**config.mk**
```make
export PLATFORM = sky130hd
export DESIGN_NAME = wlEdgeSearch
export DESIGN_NICKNAME = d
export VERILOG_FILES = /design/src/rtl/wlSearchPkg.sv /design/src/rtl/wlSearchDp.sv /design/src/rtl/wlSearchCtrl.sv /design/src/rtl/wlEdgeSearch.sv
export SDC_FILE = /design/constraint.sdc
export NUM_CORES = 1
export LEC_CHECK = 0
export BUFFER_PORTS_ARGS = -buffer_cell sky130_fd_sc_hd__buf_2
export CELL_PAD_IN_SITES_DETAIL_PLACEMENT = 2
export CELL_PAD_IN_SITES_GLOBAL_PLACEMENT = 2
export CORE_AREA = 2 2 236 238
export CTS_BUF_LIST = sky130_fd_sc_hd__clkbuf_16
export DETAILED_ROUTE_END_ITERATION = 8
export DIE_AREA = 0 0 238 240
export PLACE_DENSITY_LB_ADDON = 0.1
export SLEW_MARGIN = 5
export SYNTH_ARGS = -nofsm -noshare
export SYNTH_HDL_FRONTEND = slang
export SYNTH_SLANG_ARGS = --single-unit
```
**constraint.sdc**
```tcl
create_clock -name clk -period 2.85 [get_ports clk]
set_input_delay 0.1425 -clock clk [delete_from_list [all_inputs] [get_ports clk]]
set_output_delay 0.1425 -clock clk [all_outputs]
set_load 0.02 [all_outputs]
```
**src/rtl/wlSearchPkg.sv**
```systemverilog
package wlSearchPkg;
  localparam int PI_W  = 3;
  localparam int TAP_W = 4;
  localparam int CLK_W = 2;
  localparam logic [PI_W-1:0]  PI_TOP  = 3'd6;
  localparam logic [CLK_W-1:0] CLK_TOP = 2'd2;

  typedef struct packed {
    logic             coarse;
    logic [CLK_W-1:0] clkDly;
    logic [TAP_W-1:0] tap;
    logic [PI_W-1:0]  pi;
  } dlySet_t;

  localparam int SET_W = $bits(dlySet_t);

  typedef struct packed {
    logic load;
    logic capture;
    logic eval;
    logic passHi;
    logic clrDone;
    logic copyData;
    logic offStep;
  } ctrlStrb_t;

  // One position later; ovf set (and setting kept) at the top position.
  function automatic dlySet_t stepUpFn(input dlySet_t s, input logic [TAP_W-1:0] tapTop,
                                       output logic ovf);
    dlySet_t r;
    r   = s;
    ovf = 1'b0;
    if (s.pi < PI_TOP) begin
      r.pi = s.pi + 1'b1;
    end else if (s.tap < tapTop) begin
      r.pi  = '0;
      r.tap = s.tap + 1'b1;
    end else if (s.clkDly < CLK_TOP) begin
      r.pi     = '0;
      r.tap    = '0;
      r.clkDly = s.clkDly + 1'b1;
    end else if (!s.coarse) begin
      r.pi     = '0;
      r.tap    = '0;
      r.clkDly = s.clkDly - 1'b1;
      r.coarse = 1'b1;
    end else begin
      ovf = 1'b1;
    end
    return r;
  endfunction

  // One position earlier; unf set (and setting kept) at position zero.
  function automatic dlySet_t stepDnFn(input dlySet_t s, input logic [TAP_W-1:0] tapTop,
                                       output logic unf);
    dlySet_t r;
    r   = s;
    unf = 1'b0;
    if (s.pi != '0) begin
      r.pi = s.pi - 1'b1;
    end else if (s.tap != '0) begin
      r.pi  = PI_TOP;
      r.tap = s.tap - 1'b1;
    end else if (s.clkDly != '0) begin
      r.pi     = PI_TOP;
      r.tap    = tapTop;
      r.clkDly = s.clkDly - 1'b1;
    end else if (s.coarse) begin
      r.pi     = PI_TOP;
      r.tap    = tapTop;
      r.clkDly = s.clkDly + 1'b1;
      r.coarse = 1'b0;
    end else begin
      unf = 1'b1;
    end
    return r;
  endfunction
endpackage

```
**src/rtl/wlSearchDp.sv**
```systemverilog
module wlSearchDp
  import wlSearchPkg::*;
#(
  parameter int LANES   = 8,
  parameter int SAMPLES = 5,
  parameter int OFF_W   = 6,
  parameter int OFF0    = 39,
  parameter int OFF1    = 32,
  parameter int OFF2    = 42,
  parameter int MT0     = 12,
  parameter int MT1     = 10,
  parameter int MT2     = 13
) (
  input  logic                   clk,
  input  logic                   rstN,
  input  ctrlStrb_t              strb,
  input  logic [1:0]             gradeSel,
  input  logic [LANES*SET_W-1:0] initFlat,
  input  logic [LANES-1:0]       sampleBits,
  output logic                   allDone,
  output logic                   fault,
  output logic [OFF_W-1:0]       offLen,
  output logic [LANES-1:0]       stepUp,
  output logic [LANES-1:0]       stepDn,
  output logic [LANES*SET_W-1:0] strobeFlat,
  output logic [LANES*SET_W-1:0] dataFlat
);
  localparam int CNT_W = $clog2(SAMPLES + 1);
  localparam logic [CNT_W-1:0] CNT_FULL = CNT_W'(SAMPLES);

  logic [1:0]       gradeQ;
  logic [TAP_W-1:0] tapTop;
  logic [LANES-1:0] doneVec;
  logic [LANES-1:0] laneFault;
  logic             faultQ;

  always_comb begin
    unique case (gradeQ)
      2'd1:    begin tapTop = TAP_W'(MT1); offLen = OFF_W'(OFF1); end
      2'd2:    begin tapTop = TAP_W'(MT2); offLen = OFF_W'(OFF2); end
      default: begin tapTop = TAP_W'(MT0); offLen = OFF_W'(OFF0); end
    endcase
  end

  always_ff @(posedge clk or negedge rstN) begin
    if (!rstN) begin
      gradeQ <= '0;
      faultQ <= 1'b0;
    end else if (strb.load) begin
      gradeQ <= gradeSel;
      faultQ <= 1'b0;
    end else if (|laneFault) begin
      faultQ <= 1'b1;
    end
  end

  for (genvar g = 0; g < LANES; g++) begin : gLane
    dlySet_t          strobeQ, dataQ, upNext, dnNext, datNext;
    logic             upOvf, dnUnf, datOvf;
    logic [CNT_W-1:0] cntQ;
    logic             doneQ, upQ, dnQ, needUp, needDn;

    always_comb begin
      upNext  = stepUpFn(strobeQ, tapTop, upOvf);
      dnNext  = stepDnFn(strobeQ, tapTop, dnUnf);
      datNext = stepUpFn(dataQ, tapTop, datOvf);
      needUp  = strb.eval && strb.passHi && !doneQ && (cntQ != CNT_FULL);
      needDn  = strb.eval && !strb.passHi && !doneQ && (cntQ != '0);
      laneFault[g] = (needUp && upOvf) || (needDn && dnUnf) || (strb.offStep && datOvf);
    end

    always_ff @(posedge clk or negedge rstN) begin
      if (!rstN) begin
        strobeQ <= '0;
        dataQ   <= '0;
        cntQ    <= '0;
        doneQ   <= 1'b0;
        upQ     <= 1'b0;
        dnQ     <= 1'b0;
      end else begin
        upQ <= 1'b0;
        dnQ <= 1'b0;
        if (strb.load) begin
          strobeQ <= dlySet_t'(initFlat[g*SET_W +: SET_W]);
          dataQ   <= '0;
          cntQ    <= '0;
          doneQ   <= 1'b0;
        end else begin
          if (strb.capture) cntQ <= cntQ + CNT_W'(sampleBits[g]);
          if (strb.eval) begin
            cntQ <= '0;
            if (!doneQ) doneQ <= strb.passHi ? (cntQ == CNT_FULL) : (cntQ == '0);
          end
          if (needUp && !upOvf) begin
            strobeQ <= upNext;
            upQ     <= 1'b1;
          end
          if (needDn && !dnUnf) begin
            strobeQ <= dnNext;
            dnQ     <= 1'b1;
          end
          if (strb.clrDone) doneQ <= 1'b0;
          if (strb.copyData) dataQ <= strobeQ;
          if (strb.offStep && !datOvf) dataQ <= datNext;
        end
      end
    end

    assign doneVec[g] = doneQ;
    assign stepUp[g]  = upQ;
    assign stepDn[g]  = dnQ;
    assign strobeFlat[g*SET_W +: SET_W] = strobeQ;
    assign dataFlat[g*SET_W +: SET_W]   = dataQ;


    legal_set_chk: assert property (@(posedge clk) disable iff (!rstN)
      (strobeQ.pi <= PI_TOP) && (strobeQ.tap <= tapTop) && (strobeQ.clkDly <= CLK_TOP));
  end

  assign allDone = &doneVec;
  assign fault   = faultQ;


  down_in_first_chk: assert property (@(posedge clk) disable iff (!rstN)
    (|stepDn) |-> !strb.passHi);


  up_in_second_chk: assert property (@(posedge clk) disable iff (!rstN)
    (|stepUp) |-> strb.passHi);
endmodule

```
**src/rtl/wlSearchCtrl.sv**
```systemverilog
module wlSearchCtrl
  import wlSearchPkg::*;
#(
  parameter int SAMPLES    = 5,
  parameter int SETTLE_CYC = 1250,
  parameter int OFF_W      = 6
) (
  input  logic             clk,
  input  logic             rstN,
  input  logic             start,
  input  logic             allDone,
  input  logic             fault,
  input  logic [OFF_W-1:0] offLen,
  output ctrlStrb_t        strb,
  output logic             sampleReq,
  output logic             done,
  output logic             error
);
  localparam int TMR_W  = (SETTLE_CYC > 1) ? $clog2(SETTLE_CYC) : 1;
  localparam int SIDX_W = (SAMPLES > 1) ? $clog2(SAMPLES) : 1;

  typedef enum logic [2:0] {ST_IDLE, ST_REQ, ST_WAIT, ST_EVAL, ST_CHECK, ST_OFFS, ST_FIN} st_t;

  st_t               stateQ;
  logic              passQ, errQ;
  logic [TMR_W-1:0]  tmrQ;
  logic [SIDX_W-1:0] sIdxQ;
  logic [OFF_W-1:0]  offCntQ;
  logic              sweepEnd;

  assign sweepEnd = (stateQ == ST_CHECK) && !fault && allDone;

  always_comb begin
    strb.load     = (stateQ == ST_IDLE) && start;
    strb.capture  = (stateQ == ST_WAIT) && (tmrQ == '0);
    strb.eval     = (stateQ == ST_EVAL);
    strb.passHi   = passQ;
    strb.clrDone  = sweepEnd && !passQ;
    strb.copyData = sweepEnd && passQ;
    strb.offStep  = (stateQ == ST_OFFS) && (offCntQ != '0);
  end

  always_ff @(posedge clk or negedge rstN) begin
    if (!rstN) begin
      stateQ  <= ST_IDLE;
      passQ   <= 1'b0;
      errQ    <= 1'b0;
      tmrQ    <= '0;
      sIdxQ   <= '0;
      offCntQ <= '0;
    end else begin
      unique case (stateQ)
        ST_IDLE: if (start) begin
          passQ  <= 1'b0;
          errQ   <= 1'b0;
          sIdxQ  <= '0;
          stateQ <= ST_REQ;
        end
        ST_REQ: begin
          tmrQ   <= TMR_W'(SETTLE_CYC - 1);
          stateQ <= ST_WAIT;
        end
        ST_WAIT: begin
          if (tmrQ != '0) begin
            tmrQ <= tmrQ - 1'b1;
          end else if (sIdxQ == SIDX_W'(SAMPLES - 1)) begin
            sIdxQ  <= '0;
            stateQ <= ST_EVAL;
          end else begin
            sIdxQ  <= sIdxQ + 1'b1;
            stateQ <= ST_REQ;
          end
        end
        ST_EVAL: stateQ <= ST_CHECK;
        ST_CHECK: begin
          if (fault) begin
            errQ   <= 1'b1;
            stateQ <= ST_IDLE;
          end else if (allDone && !passQ) begin
            passQ  <= 1'b1;
            stateQ <= ST_REQ;
          end else if (allDone) begin
            offCntQ <= offLen;
            stateQ  <= ST_OFFS;
          end else begin
            stateQ <= ST_REQ;
          end
        end
        ST_OFFS: begin
          if (offCntQ != '0) begin
            offCntQ <= offCntQ - 1'b1;
          end else if (fault) begin
            errQ   <= 1'b1;
            stateQ <= ST_IDLE;
          end else begin
            stateQ <= ST_FIN;
          end
        end
        ST_FIN: stateQ <= ST_IDLE;
        default: stateQ <= ST_IDLE;
      endcase
    end
  end

  assign sampleReq = (stateQ == ST_REQ);
  assign done      = (stateQ == ST_FIN);
  assign error     = errQ;


  req_pulse_chk: assert property (@(posedge clk) disable iff (!rstN)
    sampleReq |=> !sampleReq);


  done_pulse_chk: assert property (@(posedge clk) disable iff (!rstN)
    done |=> !done);


  done_err_excl_chk: assert property (@(posedge clk) disable iff (!rstN)
    !(done && error));


  err_hold_chk: assert property (@(posedge clk) disable iff (!rstN)
    (error && !start) |=> error);
endmodule

```
**src/rtl/wlEdgeSearch.sv**
```systemverilog
module wlEdgeSearch
  import wlSearchPkg::*;
#(
  parameter int LANES      = 8,
  parameter int SAMPLES    = 5,
  parameter int SETTLE_CYC = 1250,
  parameter int OFF0       = 39,
  parameter int OFF1       = 32,
  parameter int OFF2       = 42,
  parameter int MT0        = 12,
  parameter int MT1        = 10,
  parameter int MT2        = 13
) (
  input  logic                   clk,
  input  logic                   rstN,
  input  logic                   start,
  input  logic [1:0]             gradeSel,
  input  logic [LANES*SET_W-1:0] initDly,
  input  logic [LANES-1:0]       sampleBits,
  output logic                   sampleReq,
  output logic [LANES-1:0]       stepUp,
  output logic [LANES-1:0]       stepDn,
  output logic [LANES*SET_W-1:0] strobeDly,
  output logic [LANES*SET_W-1:0] dataDly,
  output logic                   done,
  output logic                   error
);
  localparam int OFF_A   = (OFF0 > OFF1) ? OFF0 : OFF1;
  localparam int OFF_MAX = (OFF_A > OFF2) ? OFF_A : OFF2;
  localparam int OFF_W   = $clog2(OFF_MAX + 1);

  ctrlStrb_t        strb;
  logic             allDone, fault;
  logic [OFF_W-1:0] offLen;

  wlSearchCtrl #(
    .SAMPLES(SAMPLES), .SETTLE_CYC(SETTLE_CYC), .OFF_W(OFF_W)
  ) u_ctrl (
    .clk(clk), .rstN(rstN), .start(start), .allDone(allDone), .fault(fault),
    .offLen(offLen), .strb(strb), .sampleReq(sampleReq), .done(done), .error(error)
  );

  wlSearchDp #(
    .LANES(LANES), .SAMPLES(SAMPLES), .OFF_W(OFF_W),
    .OFF0(OFF0), .OFF1(OFF1), .OFF2(OFF2), .MT0(MT0), .MT1(MT1), .MT2(MT2)
  ) u_dp (
    .clk(clk), .rstN(rstN), .strb(strb), .gradeSel(gradeSel), .initFlat(initDly),
    .sampleBits(sampleBits), .allDone(allDone), .fault(fault), .offLen(offLen),
    .stepUp(stepUp), .stepDn(stepDn), .strobeFlat(strobeDly), .dataFlat(dataDly)
  );
endmodule

```
==> impl_metrics.env, run 1 <==
export IMPL_status="completed"
export IMPL_clock_latency_ps=600
export IMPL_drt_iter0_drc=975
export IMPL_p_leak_nw=10.16
export IMPL_synth_main_ff_cell="dfrtp_1"
export IMPL_insertedDiodeCount=0
export IMPL_clock_sinks=236
export IMPL_syn_avg_cell_area_um2=8.510
export IMPL_cts_buffers=31
export IMPL_async_flop_share_pct=100.0
export IMPL_slew_headroom_pct=47.29
export IMPL_cts_root_buf="clkbuf_16"
export IMPL_drc=0
export IMPL_vias=17639
export IMPL_stdcell_area_um2=21790
export IMPL_drtPass1Iterations=5
export IMPL_period_needed_ps=2698
export IMPL_reg2reg_to="u_dp.strobeFlat[68]$_DFFE_PN0P_"
export IMPL_grtUsageTotal_pct=25.91
export IMPL_drive_gt1_share_pct=22.98
export IMPL_clkPwrFrac_pct=44.2
export IMPL_grt_pass1_vias=19079
export IMPL_setup_viol=0
export IMPL_synthToLayoutAreaGrowth_pct=29.62
export IMPL_die_w_um=238
export IMPL_power_mw=8.562
export IMPL_nFillCells=6164
export IMPL_yosys_warnings=0
export IMPL_cp_start_kind="flop"
export IMPL_hold_viol=0
export IMPL_rows=86
export IMPL_yosysUniqueCellTypes=99
export IMPL_required_ps=3380
export IMPL_rr_worst_depth=10
export IMPL_r2r_start="u_dp.gradeQ[0]$_DFFE_PN0P_"
export IMPL_rsz0062_at_grt="false"
export IMPL_vias_per_cell=5.616
export IMPL_hold_ws_ps=34.82
export IMPL_synth_edff_count=0
export IMPL_die_h_um=240
export IMPL_antenna_found_initial=1
export IMPL_postSynthCellCount=1976
export IMPL_p_sw_share_pct=29.30
export IMPL_port_buffers=271
export IMPL_die_area_um2=57120
export IMPL_fin_setup_tns_ps=0
export IMPL_end_kind="flop"
export IMPL_tightest_slew_ps=787.7
export IMPL_holdCritPathClass="input port to async pin"
export IMPL_crit_type="flop to flop"
export IMPL_fmax_mhz=370.7
export IMPL_ant_nets=0
export IMPL_drv_slew=0
export IMPL_place_area_um2=19870
export IMPL_crit_path_max_fanout=6
export IMPL_power_internal_mw=6.053
export IMPL_synth_nets=2189
export IMPL_finClkSkew_ps=19.96
export IMPL_place_inst=2993
export IMPL_pin_count=272
export IMPL_worst_slack_ps=152.2
export IMPL_peakVddDrop_v=0.0004386
export IMPL_p_sw_mw=2.509
export IMPL_coreArea_um2=54660
export IMPL_place_ws_ps=-71.31
export IMPL_r2r_slack_ps=150
export IMPL_initial_core_util_pct=30.76
export IMPL_fin_cells=3141
export IMPL_ys_seq_elements=236
export IMPL_grt_max_degree=95
export IMPL_seqPwrFrac_pct=41.6
export IMPL_cellPowerDensity_nw_per_um2=392.9
export IMPL_synth_seq_area_share_pct=35.12
export IMPL_worstPathArrival_ps=3220
export IMPL_detail_route_wl_per_cell_um=23.86
export IMPL_drv_cap=0
export IMPL_fin_crit_sh_pct=94.66
export IMPL_routed_wl_um=74940
export IMPL_place_hpwl_um=56080
export IMPL_place_congestion=0.8370
export IMPL_synth_cell_area_um2=16810
export IMPL_h_tree_depth=1
export IMPL_clkTransAtPathRegs_ps=60
export IMPL_comb_power_share_pct=14.2
export IMPL_cts_tree="done"
export IMPL_globalRouteOverflowTotal=0
export IMPL_fin_util_pct=39.87
export IMPL_clockBufferDepth=3
export IMPL_grt_pass1_wl_um=115600
export IMPL_fin_nets=2626
-- cell usage in the layout (no fill, tap or decap), types with 52 or more instances in the layout --
cell / instances
buf_4: 145
a21oi_1: 132
inv_1: 80
nand2_1: 262
dfrtp_1: 235
o31ai_1: 52
nand3_1: 71
dlygate4sd3_1: 88
o21ai_0: 113
ha_1: 119
nor2_1: 163
buf_2: 270
-- critical path, stage by stage, from the launching register on --
cell and delay (ps):
dfrtp_1 420, inv_1 90, ha_1 390, buf_4 260, nor2b_1 140, o21ai_0 100
buf_4 160, a211oi_1 310, o221ai_2 180, or4_1 530, nand3_1 80
-- worst max-delay path by stage --
| stage | from | endpoint | depth (start not counted) |
|---|---|---|---|
| 2_1_floorplan | u_dp.gradeQ[1]$_DFFE_PN0P_ | u_dp.strobeFlat[69]$_DFFE_PN0P_ | 11 |
| 5_1_grt | u_dp.gradeQ[1]$_DFFE_PN0P_ | u_dp.strobeFlat[5]$_DFFE_PN0P_ | 12 |
| 4_1_cts | u_dp.gradeQ[1]$_DFFE_PN0P_ | u_dp.fault$_DFFE_PN0P_ | 12 |
| 3_5_place_dp | u_dp.gradeQ[1]$_DFFE_PN0P_ | u_dp.fault$_DFFE_PN0P_ | 12 |
| 6_report | u_dp.gradeQ[0]$_DFFE_PN0P_ | u_dp.strobeFlat[68]$_DFFE_PN0P_ | 10 |
| 3_3_place_gp | u_dp.gradeQ[1]$_DFFE_PN0P_ | u_dp.fault$_DFFE_PN0P_ | 12 |
-- state kept, by name, summed over array words and instances (netlist names), 6 cells and up --
name,count
u_dp.dataFlat,80
u_ctrl.tmrQ,11
u_dp.gLane.upQ,8
u_dp.gLane.doneQ,8
u_dp.strobeFlat,80
u_ctrl.offCntQ,6
u_dp.gLane.cntQ,24
u_dp.gLane.dnQ,8
-- power groups by stage --
stage / sequential [mW] / combinational, mW / clock [mW]
2_1_floorplan: 3.67 / 0.471 / 0
3_3_place_gp: 3.62 / 1.07 / 0
3_5_place_dp: 3.62 / 1.11 / 0
4_1_cts: 3.56 / 1.22 / 3.90
5_1_grt: 3.58 / 1.34 / 4.03
6_report: 3.56 / 1.21 / 3.78
-- routing by layer --
metal  track usage, %  up-vias  share of wire (%)  wire [um]
met5                0        -              0.015         11
met4            7.064        2                2.4       1818
met3            2.744       94                3.2       2383
met2            44.40      294                 49      36480
met1            34.71     9087                 46      34240
li1                 -     8162                  -          -
-- final cells by class --
type,count,area [um2],share of cell area (%)
clock buffers,31,775.7,3.559
clock inverters,26,157.7,0.7233
inverters,70,266.5,1.223
multi-input cells,1558,10240,46.98
flip-flops and latches,236,5907,27.10
well taps,704,880.8,4.042
repair buffers,516,3567,16.37
-- cell families (layout without fill, tap and decap cells) --
kind of cell | after synthesis | in the layout | share of synthesized area (%)
and+or+nand+nor | 760 | 760 | 22.47
muxes | 38 | 38 | 2.351
adders and majority gates | 120 | 120 | 8.929
xor gates and xnor gates | 26 | 26 | 1.354
buffers and inverters | 182 | 643 | 4.718
DFF | 236 | 236 | 35.12
AOI/OAI and AO/OA | 614 | 614 | 25.05
-- synth_stat cells, drive strengths merged, types with 6 or more instances --
master / n / area, um2
inv: 70 / 262.8
nor2b: 37 / 231.5
a31oi: 46 / 306.6
buf: 52 / 305.3
a21o: 13 / 97.59
mux2i: 29 / 290.3
nor3: 55 / 312.8
and3b: 7 / 61.31
a221oi: 14 / 158.9
or3: 17 / 106.4
nand2: 262 / 983.4
nor3b: 16 / 140.1
o22ai: 9 / 62.56
clkbuf: 60 / 225.2
and3: 13 / 81.33
nor2: 164 / 615.6
nand2b: 22 / 137.6
nor4: 12 / 87.58
a32oi: 6 / 52.55
a21oi: 141 / 747.0
nand3b: 9 / 67.56
mux2: 9 / 105.1
a22o: 14 / 122.6
and2: 23 / 146.4
o221a: 10 / 112.6
or3b: 6 / 52.56
a211oi: 25 / 192.7
nand3: 71 / 355.3
a22oi: 35 / 262.8
o211ai: 22 / 165.2
a222oi: 10 / 100.1
nand4: 13 / 81.33
and4: 6 / 52.55
ha: 120 / 1501
o31ai: 53 / 402.9
or2: 9 / 56.30
o21a: 18 / 135.1
o21ai: 132 / 675.7
o2bb2ai: 6 / 52.55
dfrtp: 236 / 5906
xnor2: 9 / 78.83
xor2: 17 / 148.9
-- what timing repair did --
item | CTS | global route
resized for setup | 1 | 20
endpoints found under the setup margin | 1 | 49
endpoints found under the hold margin | 323 | 0
pin swaps | 0 | 3
hold buffers | 88 | 0
buffers inserted | 0 | 3
Power figures use the tool's default switching activity.
==> run 2: changes to the inputs <==
- CORE_AREA: 2 2 236 238 -> 2 2 223 225
- DIE_AREA: 0 0 238 240 -> 0 0 225 227
- SLEW_MARGIN: 5 -> 40
- clock period: 2.85 -> 2.5 ns (I/O delays scaled with it)
==> run 2 against run 1 <==
Against the previous run: the run now ends with setup timing left; routed wire length rose by 46%; design area rose by 17%; clock power rose by 29%; sequential power rose by 14%; via count rose by 20%; largest power group unchanged; highest routed layer unchanged.
==> impl_metrics.env, run 2 (synthesized netlist as in run 1, its figures left out) <==
export IMPL_fin_cells=3275
export IMPL_critPathTopFamily="buffers and inverters"
export IMPL_slowest_stage="dfrtp_1"
export IMPL_die_w_um=225
export IMPL_violations="setup timing"
export IMPL_grt_pass1_vias=21613
export IMPL_finClkSkew_ps=18.49
export IMPL_setup_viol=159
export IMPL_p_sw_share_pct=32.46
export IMPL_hold_ws_ps=27.71
export IMPL_hold_start="initDly[23]"
export IMPL_cts_buffers=34
export IMPL_drtPass1Iterations=6
export IMPL_grt_max_degree=66
export IMPL_peakVddDrop_v=0.0003411
export IMPL_die_area_um2=51080
export IMPL_seqPwrFrac_pct=36.8
export IMPL_port_buffers=271
export IMPL_r2r_start="u_dp.gradeQ[1]$_DFFE_PN0P_"
export IMPL_routed_wl_um=109700
export IMPL_holdCritPathClass="input port to flop"
export IMPL_layout_common_cells="284 x buf_4, 271 x buf_2, 236 x nand2_1, 231 x dfrtp_1, 144 x nor2_1"
export IMPL_drv_cap=0
export IMPL_slowest_delay_ps=420
export IMPL_tightest_slew_ps=828.1
export IMPL_fin_crit_sh_pct=120.9
export IMPL_drv_slew=0
export IMPL_place_hpwl_um=58310
export IMPL_clock_sinks=236
export IMPL_crit_type="flop to flop"
export IMPL_drive_gt1_share_pct=39.40
export IMPL_cellPowerDensity_nw_per_um2=431.8
export IMPL_vias=21169
export IMPL_power_internal_mw=7.459
export IMPL_place_congestion=0.8620
export IMPL_worstPathArrival_ps=3480
export IMPL_detail_route_wl_per_cell_um=33.49
export IMPL_grtUsageTotal_pct=34.10
export IMPL_place_inst=3044
export IMPL_rsz0062_at_grt="true"
export IMPL_comb_power_share_pct=19.2
export IMPL_clkTransAtPathRegs_ps=70
export IMPL_coreArea_um2=48550
export IMPL_status="complete, but fails checks"
export IMPL_drc=0
export IMPL_slew_headroom_pct=44.59
export IMPL_nFillCells=4941
export IMPL_grt_pass1_wl_um=134200
export IMPL_cts_tree="done"
export IMPL_critical_path_startpoint="u_dp.gradeQ[1]$_DFFE_PN0P_"
export IMPL_power_mw=11.04
export IMPL_p_leak_nw=11.71
export IMPL_fmax_mhz=330.9
export IMPL_cp_common_cell="buf_6"
export IMPL_pin_count=272
export IMPL_ant_nets=0
export IMPL_p_sw_mw=3.585
export IMPL_clock_latency_ps=570
export IMPL_vias_per_cell=6.464
export IMPL_clockBufferDepth=3
export IMPL_required_ps=2960
export IMPL_worst_slack_ps=-522.2
export IMPL_cp_start_kind="flop"
export IMPL_end_kind="flop"
export IMPL_cp_num_buf_inv=8
export IMPL_drt_iter0_drc=1804
export IMPL_fin_nets=2839
export IMPL_die_h_um=227
export IMPL_final_common_cell="buf_4"
export IMPL_globalRouteOverflowTotal=0
export IMPL_antenna_found_initial=3
export IMPL_h_tree_depth=2
export IMPL_stdcell_area_um2=25580
export IMPL_rows=81
export IMPL_place_area_um2=20970
export IMPL_period_needed_ps=3022
export IMPL_initial_core_util_pct=34.64
export IMPL_crit_chain="inv_2, ha_4, clkinvlp_4, buf_12, ha_4, a21oi_4, o21ai_4, buf_6, a211o_1, buf_4, buf_6, buf_6, nand3_4, buf_6, nor2_1, a21oi_1"
export IMPL_clkPwrFrac_pct=44.1
export IMPL_cts_root_buf="clkbuf_16"
export IMPL_synthToLayoutAreaGrowth_pct=52.10
export IMPL_crit_path_max_fanout=8
export IMPL_hold_viol=0
## run 2: cell types whose count changed in the layout (fill, tap and decap cells not counted), moves of 18 or more
cell and delta:
a21oi_1 -34, buf_4 +139, buf_6 +69, ha_1 -20
ha_4 +19, nand2_1 -26, nand2_2 +18, nor2_1 -19
o21ai_0 -47, o21ai_1 +18
## run 2: final cells by class
class	instances	area (um2)	share of cell area [%]
Clock buffer	37	925.9	3.620
Multi-Input combinational cell	1558	12100	47.32
Clock inverter	25	110.1	0.4305
Antenna cell	1	2.502	0.009784
Sequential cell	236	5912	23.12
Inverter	70	271.5	1.062
Tap cell	622	778.2	3.043
Timing Repair Buffer	726	5473	21.40
## run 2: path summary, 6_finish.rpt
| kind | slack [ps] | end | cells after the start |
|---|---|---|---|
| min in group asynchronous | 120 | u_dp.strobeFlat[3]$_DFFE_PN0P_ | 2 |
| worst min-delay path | 30 | u_dp.strobeFlat[23]$_DFFE_PN0P_ | 4 |
| worst min register to register | 520 | u_ctrl.tmrQ[0]$_DFFE_PN0P_ | 1 |
| max in group asynchronous | 1530 | u_dp.strobeFlat[54]$_DFFE_PN0P_ | 3 |
| worst max register to register | -520 | u_dp.strobeFlat[14]$_DFFE_PN0P_ | 16 |
| worst max-delay path | -520 | u_dp.strobeFlat[14]$_DFFE_PN0P_ | 16 |
## run 2: routing by layer
layer	wire length, um	vias up	global-route usage, %
met5	8	-	0
met4	6918	2	12.92
li1	-	8586	-
met1	41470	10957	40.86
met3	6695	454	4.775
met2	54600	1170	61.87
## run 2: what timing repair did
action	CTS	global route
hold endpoints to repair	138	0
endpoints found under the setup margin	99	159
gates resized for setup	191	277
pin swaps	59	124
cloned	0	1
hold buffers	81	0
setup buffers	34	64
## run 2: metrics by stage
stage	worst slack [ps]	TNS (ps)	util (%)
6_report	-522.2	-36370	52.68
5_1_grt	-583.1	-43790	52.68
4_1_cts	-237.2	-3429	49.33
3_5_place_dp	-314.3	-6041	43.19
3_3_place_gp	-282.3	-1242	43.19
2_1_floorplan	-239.4	-1179	-
## run 2: power groups by stage
stage / sequential, mW / clock (mW) / combinational [mW]
6_report: 4.06 / 4.87 / 2.12
5_1_grt: 4.06 / 4.97 / 2.21
4_1_cts: 4.03 / 4.75 / 1.73
3_5_place_dp: 4.10 / 0 / 1.42
3_3_place_gp: 4.09 / 0 / 1.35
2_1_floorplan: 4.19 / 0 / 0.560
## run 2: tightest hold or removal path: cells and delay by family
kind / cells / cell delay [ps]
simple gates: 1 / 80
compound gates: 2 / 250
buf+inv: 1 / 80
==> run 3: changes to the inputs <==
- CORE_AREA: 2 2 223 225 -> 2 2 227 229
- DIE_AREA: 0 0 225 227 -> 0 0 229 231
- SYNTH_HIERARCHICAL: not set -> 1
==> run 3 against run 2 <==
Against the previous run: the flow still finishes with violations (setup timing); power up 11%; critical path depth down 6; worst setup slack better by 150 ps; sequential share of layout area down 0.95 points; register-to-register slack better by 150 ps; core utilization down 0.070 points; combinational power up 23%; largest cell class unchanged.
==> impl_metrics.env, run 3 <==
export IMPL_end_kind="flop"
export IMPL_drv_cap=0
export IMPL_cp_start_kind="flop"
export IMPL_synth_top_cell_by_area="dfrtp_1"
export IMPL_ant_nets=0
export IMPL_status="complete, but fails checks"
export IMPL_worst_slack_ps=-376.6
export IMPL_drc=0
export IMPL_clkTransAtPathRegs_ps=70
export IMPL_slew_headroom_pct=34.61
export IMPL_synthToLayoutAreaGrowth_pct=53.13
export IMPL_die_h_um=231
export IMPL_required_ps=2940
export IMPL_layout_common_cells="312 x buf_4, 270 x buf_2, 232 x dfrtp_1, 171 x nand2_1, 138 x nor2_1"
export IMPL_crit_chain="inv_1, nor3_4, buf_4, nand2b_4, or3_4, nor2_2, buf_4, o21ai_0, a221oi_1, o31ai_2"
export IMPL_hold_viol=0
export IMPL_synth_cell_area_um2=17410
export IMPL_clock_sinks=236
export IMPL_met1_usage_pct=41.13
export IMPL_cellPowerDensity_nw_per_um2=457.8
export IMPL_coreArea_um2=50680
export IMPL_slowest_stage="or3_4"
export IMPL_initial_core_util_pct=34.36
export IMPL_pin_count=272
export IMPL_drive_gt1_share_pct=40.47
export IMPL_globalRouteOverflowTotal=0
export IMPL_fin_crit_sh_pct=115.1
export IMPL_place_hpwl_um=60620
export IMPL_drv_slew=0
export IMPL_grtUsageMet2_pct=56.70
export IMPL_detail_route_wl_per_cell_um=32.45
export IMPL_place_congestion=0.8906
export IMPL_synthTopCellsByCount="236 x dfrtp_1, 198 x nand2_1, 150 x nor2_1, 134 x a21oi_1, 117 x ha_1"
export IMPL_yosys_warnings=6
export IMPL_finClkSkew_ps=26.33
export IMPL_clock_latency_ps=570
export IMPL_synth_edff_count=0
export IMPL_synth_top_area_share_pct=33.92
export IMPL_p_sw_mw=4.010
export IMPL_grtUsageTotal_pct=33.01
export IMPL_crit_path_max_fanout=6
export IMPL_antenna_found_initial=4
export IMPL_synth_seq_area_share_pct=33.92
export IMPL_final_common_cell="buf_4"
export IMPL_synth_nets=2234
export IMPL_cts_root_buf="clkbuf_16"
export IMPL_setup_viol=141
export IMPL_p_sw_share_pct=32.85
export IMPL_crit_type="flop to flop"
export IMPL_grt_pass1_vias=22196
export IMPL_slowest_delay_ps=460
export IMPL_grt_max_degree=68
export IMPL_seqPwrFrac_pct=34.4
export IMPL_ys_seq_elements=236
export IMPL_p_leak_nw=11.97
export IMPL_grt_pass1_wl_um=136100
export IMPL_postSynthCellCount=2024
export IMPL_violations="setup timing"
export IMPL_vias=21419
export IMPL_cts_tree="done"
export IMPL_cp_common_cell="buf_4"
export IMPL_fin_util_pct=52.61
export IMPL_fmax_mhz=347.6
export IMPL_nFillCells=5297
export IMPL_vias_per_cell=6.309
export IMPL_routed_wl_um=110200
export IMPL_drt_iter0_drc=1603
export IMPL_worstPathArrival_ps=3310
export IMPL_busiest_layer="met2"
export IMPL_die_w_um=229
export IMPL_period_needed_ps=2877
export IMPL_peakVddDrop_v=0.0004102
export IMPL_tightest_slew_ps=973.4
export IMPL_die_area_um2=52900
export IMPL_ys_top_cells_by_area="dfrtp_1 34%, ha_1 8.4%, nand2_1 4.3%"
export IMPL_cts_buffers=34
export IMPL_grtUsageMet3_pct=5.645
export IMPL_clockBufferDepth=3
export IMPL_holdCritPathClass="input port to flop"
export IMPL_rsz0062_at_grt="true"
export IMPL_synth_main_ff_cell="dfrtp_1"
export IMPL_comb_power_share_pct=21.4
export IMPL_hold_ws_ps=45.43
export IMPL_critPathTopFamily="simple AND/OR/NAND/NOR gates"
export IMPL_yosysUniqueCellTypes=106
export IMPL_async_flop_share_pct=100.0
export IMPL_clkPwrFrac_pct=44.2
export IMPL_syn_avg_cell_area_um2=8.603
export IMPL_rows=83
export IMPL_port_buffers=271
export IMPL_synth_most_common_cell="dfrtp_1"
export IMPL_fin_nets=2899
export IMPL_power_internal_mw=8.197
export IMPL_cp_num_buf_inv=3
export IMPL_drtPass1Iterations=5
export IMPL_h_tree_depth=2
[run 3: changes by cell type in the layout (fill, tap and decap cells not counted), sizes merged, moves of 12 or more]
cell,previous run,this run
mux2i,29,48
nor2,164,152
nand2,262,199
buf,645,673
a22oi,35,8
nor3,55,76
inv,78,99
a211oi,25,12
o31ai,53,32
or3,17,31
mux2,9,44
[run 3: timing repair]
action | 4_1_cts | 5_1_grt
setup buffers | 22 | 50
cloned | 1 | 2
resized for setup | 192 | 309
setup endpoints to repair | 134 | 170
hold buffers | 81 | 0
hold endpoints to repair | 138 | 0
pin swaps | 40 | 92
[run 3: metal layers]
metal  wire length [um]  part of all wire (%)  up-vias
met1              42890                    39    11127
li1                   -                     -     8851
met3               7079                   6.4      399
met2              54310                    49     1040
met4               5873                   5.3        2
met5                 13                 0.012        -
[run 3: worst reg2reg max path: stages (launching register included)]
cell and delay, ps:
dfrtp_1 390, inv_1 130, nor3_4 220, buf_4 220, nand2b_4 160, or3_4 460, nor2_2 230, buf_4 210
o21ai_0 130, a221oi_1 450, o31ai_2 130
[run 3: per-stage QoR]
| stage | power (mW) | TNS [ps] | cells | cell area, um2 | setup slack, ps |
|---|---|---|---|---|---|
| floorplan | 5.113 | -270.3 | 2024 | 17620 | -76.92 |
| global placement | 6.009 | -2073 | 3184 | 21920 | -190.3 |
| detailed placement | 6.110 | -10040 | 3184 | 21920 | -276.3 |
| CTS | 11.60 | -1080 | 3348 | 24940 | -117.5 |
| global route | 12.49 | -23560 | 3394 | 26660 | -418.2 |
| finish | 12.21 | -17280 | 3395 | 26660 | -376.6 |
[run 3: kinds of logic after synthesis]
kind of cell | Yosys count | share of synthesized area (%)
flip-flops | 236 | 33.92
adder cells (fa/ha/maj) | 117 | 8.407
other | 2 | 0.04313
XOR/XNOR | 20 | 1.006
multiplexers | 92 | 5.605
AO/OA/AOI/OAI | 604 | 24.12
AND/OR/NAND/NOR | 731 | 21.34
buffers and inverters | 222 | 5.562
[run 3: path summary, 6_finish.rpt]
check | slack, ps | to | startpoint | cells past startpoint
max | -380 | u_dp/strobeFlat[6]$_DFFE_PN0P_ | u_ctrl/stateQ[1]$_DFFE_PN0P_ | 10
min | 50 | u_dp/strobeFlat[53]$_DFFE_PN0P_ | initDly[53] | 4
max reg2reg | -380 | u_dp/strobeFlat[6]$_DFFE_PN0P_ | u_ctrl/stateQ[1]$_DFFE_PN0P_ | 10
min reg2reg | 510 | u_ctrl/tmrQ[10]$_DFFE_PN0P_ | u_ctrl/tmrQ[10]$_DFFE_PN0P_ | 1
max in group asynchronous | 1420 | u_dp/gLane[7].dnQ$_DFF_PN0_ | rstN | 3
min in group asynchronous | 180 | u_dp/dataFlat[24]$_DFFE_PN0P_ | rstN | 2
[run 3: power groups by stage]
| stage | combinational, mW | clock [mW] | sequential, mW |
|---|---|---|---|
| 3_5_place_dp | 1.89 | 0 | 4.22 |
| 4_1_cts | 2.14 | 5.30 | 4.16 |
| 6_report | 2.61 | 5.39 | 4.20 |
| 3_3_place_gp | 1.80 | 0 | 4.21 |
| 2_1_floorplan | 0.764 | 0 | 4.35 |
| 5_1_grt | 2.73 | 5.54 | 4.21 |
[run 3: final cells by class]
type,count,area [um2],share of cell area [%]
antenna,2,5.005,0.01877
sequential,236,5911,22.17
tap,680,850.8,3.191
clock buffer,37,925.9,3.472
timing repair buffer,754,5754,21.58
multi-input combinational,1568,12620,47.32
inverter,95,372.9,1.398
clock inverter,23,227.7,0.8540
